`config.mk`:
```
export PLATFORM = sky130hd
export DESIGN_NAME = bsalu_top
export DESIGN_NICKNAME = d
export VERILOG_FILES = /design/src/rtl/bsalu_pkg.sv /design/src/rtl/bsalu_arith.sv /design/src/rtl/bsalu_logic.sv /design/src/rtl/bsalu_regs.sv /design/src/rtl/bsalu_top.sv
export SDC_FILE = /design/constraint.sdc
export NUM_CORES = 1
export LEC_CHECK = 0
export BUFFER_PORTS_ARGS = -buffer_cell sky130_fd_sc_hd__buf_4
export CORE_AREA = 10 10 47 49
export CTS_CLUSTER_DIAMETER = 150
export DETAILED_ROUTE_END_ITERATION = 6
export DIE_AREA = 0 0 57 59
export PLACE_DENSITY_LB_ADDON = 0.15
export REMOVE_ABC_BUFFERS = 1
export SETUP_SLACK_MARGIN = 0.15
export SLEW_MARGIN = 0
export SYNTH_ARGS = -nofsm -noshare
export SYNTH_HDL_FRONTEND = slang
export SYNTH_HIERARCHICAL = 1
export SYNTH_SLANG_ARGS = --single-unit
```
`constraint.sdc`:
```
create_clock -name clk -period 5 [get_ports clk]
set_input_delay 0.75 -clock clk [delete_from_list [all_inputs] [get_ports clk]]
set_output_delay 0.75 -clock clk [all_outputs]
set_load 0.1 [all_outputs]
```
`src/rtl/bsalu_pkg.sv`:
```
package bsalu_pkg;
  localparam int FUNC_W = 3;

  typedef enum logic [FUNC_W-1:0] {
    OP_ADD  = 3'b000,
    OP_SUB  = 3'b001,
    OP_AND  = 3'b010,
    OP_OR   = 3'b011,
    OP_XOR  = 3'b100,
    OP_NAND = 3'b101,
    OP_NOR  = 3'b110,
    OP_XNOR = 3'b111
  } op_e;

  function automatic logic maj3(input logic x, input logic y, input logic z);
    return (x & y) | (x & z) | (y & z);
  endfunction

  function automatic logic borrow_out(input logic a, input logic b, input logic bin);
    return (~a & b) | (~a & bin) | (b & bin);
  endfunction

  function automatic logic is_arith(input op_e op);
    return (op == OP_ADD) || (op == OP_SUB);
  endfunction
endpackage

```
`src/rtl/bsalu_arith.sv`:
```
module bsalu_arith
  import bsalu_pkg::*;
(
  input  logic clk,
  input  logic rst,
  input  logic a,
  input  logic b,
  input  logic cin,
  input  logic sub,
  output logic ab_xor,
  output logic sum,
  output logic cout
);
  // The first XOR stage is shared with the logic path.
  assign ab_xor = a ^ b;
  assign sum    = ab_xor ^ cin;
  assign cout   = sub ? borrow_out(a, b, cin) : maj3(a, b, cin);

  always_ff @(posedge clk) begin
    if (!rst) begin

      add_value_chk: assert (sub || ({1'b0, cout, sum} == 3'(a) + 3'(b) + 3'(cin)));

      sub_value_chk: assert (!sub || ({1'b0, a} + {cout, 1'b0} == 3'(b) + 3'(cin) + 3'(sum)));
    end
  end
endmodule

```
`src/rtl/bsalu_logic.sv`:
```
module bsalu_logic
  import bsalu_pkg::*;
(
  input  op_e  op,
  input  logic a,
  input  logic b,
  input  logic ab_xor,
  output logic y
);
  always_comb begin
    unique case (op)
      OP_AND:  y = a & b;
      OP_OR:   y = a | b;
      OP_XOR:  y = ab_xor;
      OP_NAND: y = ~(a & b);
      OP_NOR:  y = ~(a | b);
      OP_XNOR: y = ~ab_xor;
      default: y = 1'b0;
    endcase
  end
endmodule

```
`src/rtl/bsalu_regs.sv`:
```
module bsalu_regs (
  input  logic clk,
  input  logic rst,
  input  logic acc_we,
  input  logic flag_we,
  input  logic acc_d,
  input  logic flag_d,
  output logic acc_q,
  output logic flag_q
);
  always_ff @(posedge clk) begin
    if (rst) begin
      acc_q  <= 1'b0;
      flag_q <= 1'b0;
    end else begin
      if (acc_we)  acc_q  <= acc_d;
      if (flag_we) flag_q <= flag_d;
    end
  end


  reset_clear_chk: assert property (@(posedge clk) rst |=> (acc_q == 1'b0 && flag_q == 1'b0));

  halt_hold_chk: assert property (@(posedge clk) disable iff (rst)
    !acc_we |=> ($stable(acc_q) && $stable(flag_q)));

  flag_keep_chk: assert property (@(posedge clk) disable iff (rst)
    !flag_we |=> $stable(flag_q));
endmodule

```
`src/rtl/bsalu_top.sv`:
```
module bsalu_top
  import bsalu_pkg::*;
(
  input  logic                clk,
  input  logic                rst,
  input  logic [FUNC_W-1:0]   func,
  input  logic                halt,
  input  logic                bus_bit,
  output logic                res_bit,
  output logic                flag_bit
);
  op_e  op;
  logic acc_q, flag_q;
  logic ab_xor, arith_y, arith_c, logic_y;
  logic arith_sel, acc_we, flag_we, acc_d;

  assign op        = op_e'(func);
  assign arith_sel = is_arith(op);
  assign acc_we    = ~halt;
  assign flag_we   = ~halt & arith_sel;

  bsalu_arith u_arith (
    .clk(clk), .rst(rst), .a(acc_q), .b(bus_bit), .cin(flag_q),
    .sub(op == OP_SUB), .ab_xor(ab_xor), .sum(arith_y), .cout(arith_c)
  );

  bsalu_logic u_logic (
    .op(op), .a(acc_q), .b(bus_bit), .ab_xor(ab_xor), .y(logic_y)
  );

  assign acc_d = arith_sel ? arith_y : logic_y;

  bsalu_regs u_regs (
    .clk(clk), .rst(rst), .acc_we(acc_we), .flag_we(flag_we),
    .acc_d(acc_d), .flag_d(arith_c), .acc_q(acc_q), .flag_q(flag_q)
  );

  assign res_bit  = halt ? 1'b0 : acc_q;
  assign flag_bit = flag_q;


  halt_quiet_chk: assert property (@(posedge clk) disable iff (rst) halt |-> !res_bit);

  load_one_chk: assert property (@(posedge clk) disable iff (rst)
    (!halt && op == OP_OR && bus_bit) |=> acc_q);

  load_zero_chk: assert property (@(posedge clk) disable iff (rst)
    (!halt && op == OP_NOR && bus_bit) |=> !acc_q);
endmodule

```
=== Word level (Yosys, flattened, before mapping) ===
Index checks and enable logic that the tools add are counted.

* Eq/ne operators: 7
* $lt $le $gt $ge: 0
* Reduce and logical (&&, ||, !) cells: 2
* $add $sub $neg: 0
* $mul: 0
* Shift-type cells: 0
* Div/mod/pow operators: 0
* Bitwise operators: 18
* Multiplexer cells: 4

{| class="wikitable"
|+ Operators by type and width
! operator !! number
|-
| $eq A3 B3 Y1 const B || 4
|-
| $and A1 B1 Y1 || 6
|-
| $eq A3 B2 Y1 const B || 2
|-
| $pmux W1 S6 || 1
|-
| $not A1 Y1 || 5
|-
| $or A1 B1 Y1 || 5
|-
| $eq A3 B1 Y1 const B || 1
|-
| $logic_not A3 Y1 || 1
|-
| $mux W1 || 3
|-
| $xor A1 B1 Y1 || 2
|-
| $logic_or A1 B1 Y1 || 1
|}

* Output and inout bits: 2
* Memory bits (read-only): 0
* Bits in writable memories: 0
* Bits of input ports: 7
* Bits in latches: 0
* Bits in registers: 2
* Logic and storage cells: 33
* Memories kept: 0

=== Depth between registers and ports, before layout ===
Gate-level depths: netlist of run 1.

* Word-level depth: 5
* Gate-level depth with buffers: 9
* Mapped depth without buffers: 9

=== By module ===
Netlist of run 1, hierarchy kept.

{| class="wikitable"
|+ By module, submodules not included
! module !! cells each !! area an instance (µm²) !! instances !! seq. area each (µm²)
|-
| bsalu_arith || 10 || 81.3 || 1 || 0.0
|-
| bsalu_logic || 12 || 73.8 || 1 || 0.0
|-
| bsalu_regs || 6 || 67.6 || 1 || 40.0
|-
| bsalu_top || 6 || 43.8 || 1 || 0.0
|}

=== Worst setup path before layout of run 1 ===
Ideal clock, no wire load.

* Path kind: in2out
* Start point: input halt
* End point: output res_bit
* Required time: 4250 ps
* Path buffers: 0
* Stages: 1
* Slack: 2165 ps
* Data arrival time: 2085 ps
* Path through: nor2b_1

* Cells in the longest elaborated chain, start to end: 1

{| class="wikitable"
|+ Ends and longest elaborated chain
! element !! line !! RTL
|-
| start: declaration || bsalu_top.sv:7 || <nowiki>input logic halt,</nowiki>
|-
| $mux W1 || bsalu_top.sv:38 || <nowiki>assign res_bit = halt ? 1'b0 : acc_q;</nowiki>
|-
| end: declaration || bsalu_top.sv:9 || <nowiki>output logic res_bit,</nowiki>
|}

No other way between the ends.

=== Final worst setup path of run 1 ===
* Start point: input bus_bit
* End point: register u_regs.acc_q

* Cells in the longest elaborated chain, start to end: 4
* Elaborated cells between the ends (all ways): 9
* Those cells by class: 2 x mux; 7 x bitwise

{| class="wikitable"
|+ Ends and longest elaborated chain
! element !! line !! RTL
|-
| start: declaration || bsalu_top.sv:8 || <nowiki>input logic bus_bit,</nowiki>
|-
| $xor A1 B1 Y1 (*) || bsalu_arith.sv:15 || <nowiki>assign ab_xor = a ^ b;</nowiki>
|-
| via ab_xor || bsalu_top.sv:14 || <nowiki>logic ab_xor, arith_y, arith_c, logic_y;</nowiki>
|-
| $not A1 Y1 || bsalu_logic.sv:17 || <nowiki>OP_XNOR: y = ~ab_xor;</nowiki>
|-
| $pmux W1 S6 (*) || bsalu_logic.sv:11 || <nowiki>unique case (op)</nowiki>
|-
| via logic_y || bsalu_top.sv:14 ||
|-
| $mux W1 (*) || bsalu_top.sv:31 || <nowiki>assign acc_d = arith_sel ? arith_y : logic_y;</nowiki>
|-
| via acc_d || bsalu_top.sv:15 || <nowiki>logic arith_sel, acc_we, flag_we, acc_d;</nowiki>
|-
| end signal: assignment || bsalu_regs.sv:13 || <nowiki>acc_q <= 1'b0;</nowiki>
|-
| end signal: assignment || bsalu_regs.sv:16 || <nowiki>if (acc_we) acc_q <= acc_d;</nowiki>
|-
| end: declaration || bsalu_regs.sv:8 || <nowiki>output logic acc_q,</nowiki>
|}

Mark *: on every way through the listed nets, which the timed path passes. The rest lies on a longest branch.
A chain may end at the register's enable or synchronous reset.

==> run_results.csv, run 1 <==
group,metric,value,unit
finish,diodes,0,
floorplan,die-area,3360,um2
synth,netlist.area_leader.share,0.150,
detailed_routing,ant_nets,0,
status,outcome,"finished clean",
job,drv_cap,0,
timing,final.setup_skew,6.11,ps
clock_network,cts_tree,"yes",
finish,mostFrequentLayoutCells,"buf_4, inv_1",
synth,ys_warn_count,6,
synth,seq_area_frac_synth,0.150,
power_and_ir_drop,irDropWorstVdd,0.132,mV
grt,grt_pass1_vias,289,
detailed_routing,first_pass_iters,2,
timing,drv_slew,0,
finish,final_nets,56,
detailed_routing,top_layer,"met3",
finish,layout_commonest_cell,"buf_4",
detailed_routing,wl_met2,281,um
worst_setup_path,crit_path_cell_trace,"buf_4, ha_1, inv_1, or2_0, a32o_1, a32o_1, mux2_4, mux2i_1, nor2_1",
synth,synthTopCellsByArea,"dfxtp_1, mux2i_1, ha_1",
clock_network,hold_buffers,0,
floorplan,io_pins,9,
timing,setup_viol,0,
clock_network,htree_levels,1,
detailed_routing,vias_per_cell,4.31,
synth,synth-seq-cells,2,
synth,postSynthCellCount,34,
worst_setup_path,cp-end-kind,"flop",
worst_setup_path,r2r_slack,2790,ps
worst_setup_path,cp.arrival,2390,ps
grt,overflow,0,
floorplan,row_count,14,
timing,max_freq,0.440,GHz
clock_network,cts_post_setup_buffers_inserted,0,
detailed_routing,avgRoutedWirePerCell,10.8,um
clock_network,path_clk_slew,30,ps
power_and_ir_drop,p_per_area,234,nW/um2
placement,port_buffers,8,
grt,grt_max_degree,12,
clock_network,cts_root_buf,"clkbuf_4",
worst_setup_path,slowest_delay,320,ps
clock_network,cts_resized,0,
timing,finalCritPeriodShare,0.454,
detailed_routing,drt-total-wl,660,um
floorplan,dieWidth,57,um
worst_hold_path,min_from,"u_regs/flag_q$_SDFFE_PP0P_",
grt,grt_pass1_wl,1210,um
worst_setup_path,start_kind,"input port",
worst_setup_path,reg2reg_to,"u_regs/acc_q$_SDFFE_PP0P_",
placement,dp_slack,2510,ps
grt,antenna_found_initial,0,
synth,synth_cell_type_count,20,
worst_setup_path,reg2reg_depth,9,
finish,synthToLayoutAreaGrowth,38.5,%
worst_setup_path,r2r-start,"u_regs/acc_q$_SDFFE_PP0P_",
worst_setup_path,crit_path_max_fanout,8,
clock_network,cts-buffers-inserted,3,
clock_network,cts_max_path_buffers,2,
floorplan,fp.coreArea,1400,um2
finish,drive_gt1_frac,0.333,
floorplan,chipHeight,59,um
worst_setup_path,crit_type,"in2reg",
detailed_routing,route.layer.met1.wl,341,um
timing,maxSlewHeadroom,0.791,
floorplan,start_util,0.190,
detailed_routing,drt_iter0_drc,2,
synth,synth_area,267,um2
timing,rsz0062_at_grt,"no",
timing,tns,0,ps
worst_setup_path,cp.required,5120,ps
placement,place_congestion,0.717,
finish,fillers,157,
grt,grtUsageTotal,0.0475,
timing,layout_min_cycle_time,2270,ps
worst_setup_path,path_common_cell,"a32o_1",
timing,hold_violations,0,
timing,worst_pin_slew,314,ps
detailed_routing,drc,0,
clock_network,insertion_delay,230,ps
detailed_routing,met3_length,37,um
worst_hold_path,whs_endpoint,"u_regs/flag_q$_SDFFE_PP0P_",
synth,netlist.top_cell.by_area,"dfxtp_1",
worst_setup_path,critPathTopFamily,"compound AO/OA/AOI/OAI gates",
synth,syn_area_per_cell,7.84,um2
timing,final.setup.worst_slack,2730,ps
power_and_ir_drop,leakage,0.160,nW
worst_setup_path,worst-path-buf-inv,2,
worst_hold_path,hold_depth,2,
worst_hold_path,hold_class,"reg2reg",
detailed_routing,vias,263,
clock_network,cts_sinks,2,
worst_setup_path,slowest_stage,"ha_1",
==> cells by family after synthesis <==
| logic type | share of synthesized area |
|---|---|
| adder cells (fa/ha/maj) | 0.0939 |
| XOR/XNOR | 0.0329 |
| buffers and inverters | 0.0563 |
| AND/OR/NAND/NOR | 0.282 |
| flip-flops | 0.150 |
| AO/OA/AOI/OAI | 0.216 |
| multiplexers | 0.169 |
==> sequential cells by signal, summed over array words and instances, names as in the netlist <==
name           count
u_regs/acc_q       1
u_regs/flag_q      1
==> where the power goes <==
part | switching, W | leakage, nW | internal, W
combinational | 0.0000156 | 0.130 | 0.0000157
clock | 0.00000940 | 0.0138 | 0.0000265
sequential | 0.00000219 | 0.0163 | 0.0000170
==> synthesized netlist by cell type <==
cell type and instances:
a21oi_1 1, nor3_1 1, o21ba_2 1, dfxtp_1 2, and2_2 1, nor2_2 1
inv_1 4, mux2_4 1, and4bb_1 1, nor4_1 1, mux2i_1 3, nand2_1 3
nor2b_1 2, a32o_1 2, xnor2_1 1, nor2_1 2, or2_0 1, o21ai_0 3
a211oi_1 1, ha_1 2
==> worst reg2reg max path, cell delays in order, from the launching register on <==
cell and delay, ps:
dfxtp_1 490, inv_1 90, ha_1 340, inv_1 80, or2_0 220, a32o_1 240, a32o_1 200, mux2_4 260
mux2i_1 130, nor2_1 50
==> worst max-delay path by stage <==
stage                                     end  cells after the start                      start  slack, ps
floorplan                             res_bit                      1                       halt       2160
global placement    u_regs/acc_q$_SDFFE_PP0P_                      9                    bus_bit       2500
detailed placement  u_regs/acc_q$_SDFFE_PP0P_                      9                    bus_bit       2510
CTS                 u_regs/acc_q$_SDFFE_PP0P_                      9                    bus_bit       2730
global route        u_regs/acc_q$_SDFFE_PP0P_                      9  u_regs/acc_q$_SDFFE_PP0P_       2590
finish              u_regs/acc_q$_SDFFE_PP0P_                      9                    bus_bit       2730
==> layout make-up <==
type	instances	area [um2]	area share
inverters	4	15.0	0.0407
well taps	16	20.0	0.0542
flip-flops and latches	2	40.0	0.108
repair buffers	8	60.1	0.163
clock buffers	3	22.5	0.0610
multi-input cells	28	211	0.573
==> metal layers <==
layer / up-vias / global-route usage
met5: - / 0
met1: 113 / 0.0461
met3: 0 / 0.0494
met4: 0 / 0.0101
met2: 5 / 0.0698
li1: 145 / -
==> per-stage QoR <==
stage                util  std cells  instance area, um2  total power, W  hold WS, ps
floorplan               -         34                 267       0.0000410          580
global route        0.263         61                 369       0.0000950          641
global placement    0.247         58                 347       0.0000502          558
detailed placement  0.247         58                 347       0.0000508          569
CTS                 0.263         61                 369       0.0000887          578
finish              0.263         61                 369       0.0000864          571
Note: power is estimated with default switching activity, not from simulation.
==> inputs of run 2 (changes only) <==
- clock period: 5 -> 2.3 ns (I/O delays scaled with it)
==> run 2 against run 1 <==
Effect of this change: sequential share of layout area shrank 0.22 points; die area is the same; final cell count grew 1.6%; critical path type is now reg2reg; total power grew 120%.
==> run_results.csv, run 2 (same netlist as run 1, synthesis figures left out) <==
group,metric,value,unit
finish,fin_area,377,um2
timing,hold_violations,0,
timing,layout_min_cycle_time,1950,ps
placement,place_congestion,0.699,
timing,max_freq,0.512,GHz
clock_network,cts_resized,0,
worst_setup_path,cp.arrival,2060,ps
worst_setup_path,start_kind,"flop",
grt,grt_max_degree,11,
grt,grt_pass1_wl,1140,um
timing,drv_slew,0,
floorplan,row_count,14,
grt,grt_pass1_vias,298,
job,drv_cap,0,
detailed_routing,first_pass_iters,2,
worst_setup_path,critPathTopFamily,"compound AO/OA/AOI/OAI gates",
worst_setup_path,worst-path-buf-inv,2,
timing,finalCritPeriodShare,0.850,
floorplan,start_util,0.190,
floorplan,io_pins,9,
timing,holdWs,292,ps
clock_network,insertion_delay,220,ps
floorplan,fp.coreArea,1400,um2
detailed_routing,drc,0,
detailed_routing,drt-total-wl,692,um
finish,final_nets,57,
timing,tns,0,ps
detailed_routing,vias,286,
worst_setup_path,cp.required,2410,ps
worst_hold_path,hold_class,"in2reg",
clock_network,hold_buffers,0,
detailed_routing,drt_iter0_drc,2,
finish,fin_cells,62,
finish,layout_commonest_cell,"buf_4",
clock_network,path_clk_slew,30,ps
timing,final.setup_skew,3.79,ps
worst_setup_path,slowest_stage,"dfxtp_1",
clock_network,cts_max_path_buffers,2,
worst_setup_path,crit_type,"reg2reg",
clock_network,cts_sinks,2,
finish,drive_gt1_frac,0.348,
timing,final.setup.worst_slack,346,ps
placement,post_dp_cell_area,354,um2
clock_network,cts_tree,"yes",
floorplan,dieWidth,57,um
finish,mostFrequentLayoutCells,"buf_4, inv_1",
timing,maxSlewHeadroom,0.815,
detailed_routing,ant_nets,0,
floorplan,chipHeight,59,um
placement,dp.cells,59,
worst_setup_path,cp-end-kind,"flop",
detailed_routing,avgRoutedWirePerCell,11.2,um
placement,port_buffers,8,
timing,setup_viol,0,
worst_setup_path,slowest_delay,320,ps
clock_network,htree_levels,1,
finish,synthToLayoutAreaGrowth,41.3,%
finish,reg_top3,"u_regs/acc_q x1, u_regs/flag_q x1",
floorplan,die-area,3360,um2
placement,dpl.hpwl,570,um
status,outcome,"finished clean",
detailed_routing,vias_per_cell,4.61,
grt,antenna_found_initial,0,
power_and_ir_drop,p_per_area,497,nW/um2
timing,rsz0062_at_grt,"no",
power_and_ir_drop,irDropWorstVdd,0.335,mV
power_and_ir_drop,leakage,0.165,nW
grt,overflow,0,
timing,worst_pin_slew,281,ps
worst_setup_path,crit_path_cell_trace,"inv_1, ha_1, inv_1, or2_0, a32o_1, a32o_1, mux2_4, mux2i_1, nor2_1",
clock_network,cts_post_setup_buffers_inserted,0,
placement,dp_slack,203,ps
clock_network,cts_root_buf,"clkbuf_4",
worst_setup_path,crit_path_max_fanout,4,
clock_network,cts-buffers-inserted,3,
finish,diodes,0,
grt,grtUsageTotal,0.0432,
-- run 2: path summary, 6_finish.rpt --
path / start / end / slack (ps) / cells after the start
worst max-delay path: u_regs/acc_q$_SDFFE_PP0P_ / u_regs/acc_q$_SDFFE_PP0P_ / 350 / 9
worst max register to register: u_regs/acc_q$_SDFFE_PP0P_ / u_regs/acc_q$_SDFFE_PP0P_ / 350 / 9
worst min-delay path: rst / u_regs/acc_q$_SDFFE_PP0P_ / 290 / 2
worst min register to register: u_regs/flag_q$_SDFFE_PP0P_ / u_regs/flag_q$_SDFFE_PP0P_ / 560 / 2
-- run 2: power by group --
part | switching [W] | internal (W) | total (W) | leakage [nW]
Clock | 0.0000169 | 0.0000573 | 0.0000742 | 0.0138
Combinational | 0.0000385 | 0.0000364 | 0.0000749 | 0.135
Sequential | 0.00000114 | 0.0000371 | 0.0000382 | 0.0163
Total | 0.0000565 | 0.000131 | 0.000187 | 0.165
-- run 2: cell type report --
cell class	count	area, um2
fill	162	1020
tap	16	20.0
clock buffer	3	22.5
multi-input combinational	28	211
sequential	2	40.0
timing repair buffer	9	67.6
inverter	4	15.0
-- run 2: per-layer routing --
layer	global-route usage	up-vias	share of wire
met3	0.0236	0	0.046
met5	0	-	0
met4	0.0302	0	0
met1	0.0355	133	0.44
met2	0.0775	5	0.51
li1	-	148	-
-- run 2: worst reg2reg max path, stage by stage (launching register included) --
cell,delay (ps)
dfxtp_1,320
inv_1,50
ha_1,300
inv_1,70
or2_0,210
a32o_1,250
a32o_1,190
mux2_4,260
mux2i_1,140
nor2_1,50
-- run 2: stage by stage --
stage	total power, W	util
after global placement	0.000112	0.253
after global routing	0.000207	0.269
final	0.000187	0.269
after floorplan	0.0000890	-
after CTS	0.000193	0.269
after detailed placement	0.000114	0.253
